**config.mk**
```make
export PLATFORM = sky130hd
export DESIGN_NAME = irq_notify_engine
export DESIGN_NICKNAME = d
export VERILOG_FILES = /design/src/rtl/irqn_pkg.sv /design/src/rtl/irqn_state.sv /design/src/rtl/irqn_qualify.sv /design/src/rtl/irqn_pick.sv /design/src/rtl/irq_notify_engine.sv
export SDC_FILE = /design/constraint.sdc
export NUM_CORES = 1
export LEC_CHECK = 0
export ABC_AREA = 1
export BUFFER_PORTS_ARGS = -buffer_cell sky130_fd_sc_hd__buf_2
export CAP_MARGIN = 20
export CORE_ASPECT_RATIO = 1.1
export CORE_UTILIZATION = 40
export CTS_CLUSTER_SIZE = 8
export DETAILED_ROUTE_END_ITERATION = 7
export HOLD_SLACK_MARGIN = 0.15
export PLACE_DENSITY = 0.72
export SLEW_MARGIN = 20
export SYNTH_ARGS = -nofsm -noshare
export SYNTH_HDL_FRONTEND = slang
export SYNTH_SLANG_ARGS = --single-unit
```
**constraint.sdc**
```tcl
create_clock -name clk -period 7.8 [get_ports clk]
set_clock_uncertainty 0.2 [all_clocks]
set_input_delay 1.56 -clock clk [delete_from_list [all_inputs] [get_ports clk]]
set_output_delay 1.56 -clock clk [all_outputs]
set_load 0.01 [all_outputs]
```
**src/rtl/irqn_pkg.sv**
```systemverilog
`timescale 1ns/1ps
package irqn_pkg;
  localparam int DEF_NUM_SRC = 32;
  localparam int DEF_NUM_CTX = 2;
  localparam int DEF_PRIO_W  = 3;

  // index width that stays at least one bit for a single context
  function automatic int idx_bits(input int n);
    return (n > 1) ? $clog2(n) : 1;
  endfunction
endpackage

```
**src/rtl/irqn_state.sv**
```systemverilog
`timescale 1ns/1ps
module irqn_state #(
  parameter int NUM_SRC = 32
) (
  input  logic               clk,
  input  logic               rst,
  input  logic [NUM_SRC-1:0] level,
  input  logic [NUM_SRC-1:0] clr_pend,
  input  logic [NUM_SRC-1:0] set_clm,
  input  logic [NUM_SRC-1:0] clr_clm,
  output logic [NUM_SRC-1:0] pending,
  output logic [NUM_SRC-1:0] claimed
);
  logic [NUM_SRC-1:0] level_q;
  logic [NUM_SRC-1:0] changed;

  assign changed = level ^ level_q;

  always_ff @(posedge clk) begin
    if (rst) begin
      level_q <= '0;
      pending <= '0;
      claimed <= '0;
    end else begin
      level_q <= level;
      // a fresh level change overrides the clear from a claim
      pending <= ((pending & ~clr_pend) & ~changed) | (level & changed);
      // a claim's set overrides a completion's clear
      claimed <= (claimed & ~clr_clm) | set_clm;
    end
  end
endmodule

```
**src/rtl/irqn_qualify.sv**
```systemverilog
`timescale 1ns/1ps
module irqn_qualify #(
  parameter int NUM_SRC = 32,
  parameter int PRIO_W  = 3
) (
  input  logic [NUM_SRC-1:0]        pending,
  input  logic [NUM_SRC-1:0]        claimed,
  input  logic [NUM_SRC-1:0]        enable,
  input  logic [NUM_SRC*PRIO_W-1:0] prio,
  input  logic [PRIO_W-1:0]         thresh,
  output logic [NUM_SRC-1:0]        qual
);
  logic [NUM_SRC-1:0] raw;

  for (genvar s = 0; s < NUM_SRC; s++) begin : g_src
    assign raw[s] = pending[s] & ~claimed[s] & enable[s]
                  & (prio[s*PRIO_W +: PRIO_W] > thresh);
  end

  // source 0 is reserved and never counts
  assign qual = raw & ~NUM_SRC'(1);
endmodule

```
**src/rtl/irqn_pick.sv**
```systemverilog
`timescale 1ns/1ps
module irqn_pick #(
  parameter int NUM_SRC = 32,
  parameter int ID_W    = 5
) (
  input  logic [NUM_SRC-1:0] vec,
  output logic [ID_W-1:0]    id
);
  always_comb begin
    id = '0;
    for (int s = NUM_SRC - 1; s >= 0; s--) begin
      if (vec[s]) id = ID_W'(s);
    end
  end
endmodule

```
**src/rtl/irq_notify_engine.sv**
```systemverilog
`timescale 1ns/1ps
module irq_notify_engine
  import irqn_pkg::*;
#(
  parameter int NUM_SRC = DEF_NUM_SRC,
  parameter int NUM_CTX = DEF_NUM_CTX,
  parameter int PRIO_W  = DEF_PRIO_W,
  localparam int ID_W   = $clog2(NUM_SRC),
  localparam int CTX_W  = idx_bits(NUM_CTX)
) (
  input  logic                        clk,
  input  logic                        rst,
  input  logic [NUM_SRC-1:0]          src_level,
  input  logic [NUM_SRC*PRIO_W-1:0]   src_prio,
  input  logic [NUM_CTX*NUM_SRC-1:0]  ctx_enable,
  input  logic [NUM_CTX*PRIO_W-1:0]   ctx_thresh,
  input  logic                        claim_req,
  input  logic [CTX_W-1:0]            claim_ctx,
  output logic [ID_W-1:0]             claim_id,
  input  logic                        complete_req,
  input  logic [ID_W:0]               complete_id,
  output logic [NUM_CTX-1:0]          notify
);
  localparam logic [ID_W:0] CID_LIMIT = (ID_W + 1)'(NUM_SRC);

  logic [NUM_SRC-1:0] pending, claimed;
  logic [NUM_SRC-1:0] clr_pend, set_clm, clr_clm;
  logic [NUM_SRC-1:0] qual [NUM_CTX];
  logic [NUM_SRC-1:0] sel;
  logic [ID_W-1:0]    pick_id;
  logic               take, release_ok;

  irqn_state #(.NUM_SRC(NUM_SRC)) u_state (
    .clk(clk), .rst(rst), .level(src_level),
    .clr_pend(clr_pend), .set_clm(set_clm), .clr_clm(clr_clm),
    .pending(pending), .claimed(claimed)
  );

  for (genvar c = 0; c < NUM_CTX; c++) begin : g_ctx
    irqn_qualify #(.NUM_SRC(NUM_SRC), .PRIO_W(PRIO_W)) u_qual (
      .pending(pending), .claimed(claimed),
      .enable(ctx_enable[c*NUM_SRC +: NUM_SRC]),
      .prio(src_prio),
      .thresh(ctx_thresh[c*PRIO_W +: PRIO_W]),
      .qual(qual[c])
    );
    assign notify[c] = |qual[c];
  end

  always_comb begin
    sel = '0;
    for (int c = 0; c < NUM_CTX; c++) begin
      if (CTX_W'(c) == claim_ctx) sel = qual[c];
    end
  end

  irqn_pick #(.NUM_SRC(NUM_SRC), .ID_W(ID_W)) u_pick (
    .vec(sel), .id(pick_id)
  );

  assign claim_id   = claim_req ? pick_id : '0;
  assign take       = claim_req && (pick_id != '0);
  assign clr_pend   = take ? (NUM_SRC'(1) << pick_id) : '0;
  assign set_clm    = clr_pend;
  assign release_ok = complete_req && (complete_id < CID_LIMIT);
  assign clr_clm    = release_ok ? (NUM_SRC'(1) << complete_id[ID_W-1:0]) : '0;
endmodule

```
==> reports/results.ini <==
[final_layout]
instances_no_fill = 1798
final_common_cell = nand2_1
drive_gt1_share_pct = 18.6
seqCellArea_um2 = 1860
mostFrequentLayoutCells = nand2_1, buf_2, ha_1, inv_1, nor2_1
syn_to_final_growth_pct = 19.1
n_fill_cell = 2279
finish.instance_area_um2 = 10700
nNetsFinal = 1893
multi_input_area_um2 = 6440

[clock_tree]
path_clk_slew_ps = 60
clk_latency_ps = 350
post_cts_resized = 0
cts_htree_levels = 3
clock_sinks = 93
numCtsBuffers = 9
cts_setup_buffers = 0
cts_tree = done
cts_hold_buf = 0
clock-root-buffer = clkbuf_16
clock_path_buffers = 2

[floorplan]
die_h_um = 159
num_rows = 57
start_util_pct = 40.8
core_area_um2 = 22000
dieArea_um2 = 23100
dieWidth_um = 145
pin_count = 216

[yosys]
postSynthNetCount = 1683
synth_warnings = 0
ys_ff_latch = 93
synth_seq_area_share_pct = 20.7
synthTopCellsByArea = ha_1, dfxtp_1, nand2_1, inv_1, a21oi_1
synth.distinct_cells = 46
yosys.area.top_type = ha_1
ys.flop_type = dfxtp_1
synth.top_cell.area_share_pct = 25.9
synth_edf_count = 0
syn_area_um2 = 8990
synthCells = 1288
async_flop_share_pct = 0
avgSynthCellArea_um2 = 6.98

[sta]
maxSlewViolCount = 0
tightest_slew_ps = 893
rsz0062_at_grt = no
layout_min_cycle_time_ps = 6740
hold_viol_final = 0
fin_setup_tns_ps = 0
setup_violations = 0
period_share_pct = 86.4
fmax_mhz = 148
fin_hold_ws_ps = 226
slew_headroom_pct = 40.1

[setup_path]
cp-start-kind = primary input
worst_path_largest_cell_delay_ps = 430
critPathKind = in2out
cp_max_fo = 22
cp_data_arrival_time_ps = 4980
cp_common_cell = nand2_1
worstSetupEndpointType = output port
crit_slowest_cell = inv_1
critical_path_required_ps = 6040

[route]
drt_iter0_markers = 518
wl_um = 27200
first_pass_iters = 5
postRouteAntennaNets = 0
route.detailed.drc = 0
vias = 9521
routedWlPerCell_um = 15.1
via_per_inst = 5.30

[worst_hold_path]
min_path_type = reg2reg

[place]
placedCellCount = 1782
placed_area_um2 = 10400
io_buffers = 209
routabilityCongestion = 0.928
dp_hpwl_um = 22600

[global_route]
grt_pass1_wl_um = 43400
grtUsageTotal_pct = 23.5
overflow = 0
grt_max_degree = 80
grt_pass1_vias = 8876
antenna_found_initial = 1

[pwr]
power_density_nw_per_um2 = 138
power_uw = 1480
vdd_ir_drop_max_v = 0.000124
power_leakage_uw = 0.00552

[outcome]
status = complete, no violations

[run]
maxCapViolations = 0

## sequential cells by signal, summed over array words and instances, names as in the netlist
name and count:
u_state.claimed 31, u_state.level_q 31, u_state.pending 31
## routing by layer
metal / vias to the layer above / wire (um) / global-route usage [%]
li1: 4894 / - / -
met1: 4309 / 12000 / 29.3
met2: 269 / 12700 / 40.6
met3: 49 / 1660 / 3.87
met4: 0 / 762 / 7.93
met5: - / 0 / 0
## synth_stat cells, types with 2 or more instances
library cell,number
nand3b_1,4
o31ai_1,10
nor4_1,5
buf_4,4
a211oi_1,13
dfxtp_1,93
o21ai_1,18
o21ai_0,69
clkbuf_1,13
o21bai_1,2
nand2_2,7
nand2_8,3
and3_1,2
nor2_4,3
nor2_2,3
nor3_1,9
inv_2,10
a311oi_1,4
a31oi_1,5
nor3_2,2
a21oi_1,94
buf_2,2
nor2_8,2
nor2_1,117
inv_1,144
clkinv_1,2
nand3_2,5
nand2_1,272
nand4_1,72
a21oi_2,4
ha_1,186
o211ai_1,8
nand3_1,87
nand2_4,2
## power by group
group / internal, uW / leakage, uW / switching (uW)
sequential: 502 / 0.000768 / 10.6
combinational: 194 / 0.00460 / 314
clock: 279 / 0.000148 / 179
total: 975 / 0.00552 / 504
## layout make-up
type / instances / share of cell area (%)
Clock inverter: 6 / 0.830
Antenna cell: 1 / 0.0234
Timing Repair Buffer: 219 / 10.5
Sequential cell: 93 / 17.4
Inverter: 157 / 5.53
Tap cell: 295 / 3.45
Clock buffer: 9 / 2.10
Multi-Input combinational cell: 1018 / 60.2
## critical path: cells and delay by family
| family | cells | cell delay, ps |
|---|---|---|
| AO/OA/AOI/OAI | 4 | 760 |
| adder cells (fa/ha/maj) | 1 | 320 |
| AND/OR/NAND/NOR | 21 | 1200 |
| buffers and inverters | 4 | 1130 |
## metrics by stage
| step | utilization, % | setup WS (ps) |
|---|---|---|
| floorplan | - | 1640 |
| global placement | 47.1 | 1030 |
| detailed placement | 47.1 | 1070 |
| CTS | 48.5 | 1070 |
| global route | 48.6 | 655 |
| finish | 48.6 | 1060 |
## worst paths after layout
kind	start	to	slack, ps	cells after the start
setup / recovery	ctx_thresh[5]	claim_id[0]	1060	30
hold / removal	u_state.level_q[13]$_SDFF_PP0_	u_state.pending[13]$_SDFF_PP0_	230	1
setup reg to reg	u_state.pending[17]$_SDFF_PP0_	u_state.pending[27]$_SDFF_PP0_	4330	17
hold reg to reg	u_state.level_q[13]$_SDFF_PP0_	u_state.pending[13]$_SDFF_PP0_	230	1
## cell families (layout without fill, tap and decap cells)
family	count (synthesis)	after routing	share of synthesized area (%)
AND/OR/NAND/NOR	598	598	31.2
multiplexers	1	1	0.111
adder cells (fa/ha/maj)	186	186	25.9
other	0	1	0
flip-flops	93	93	20.7
buffers and inverters	177	391	7.62
AO/OA/AOI/OAI	233	233	14.5
(Power assumes the default switching activity.)
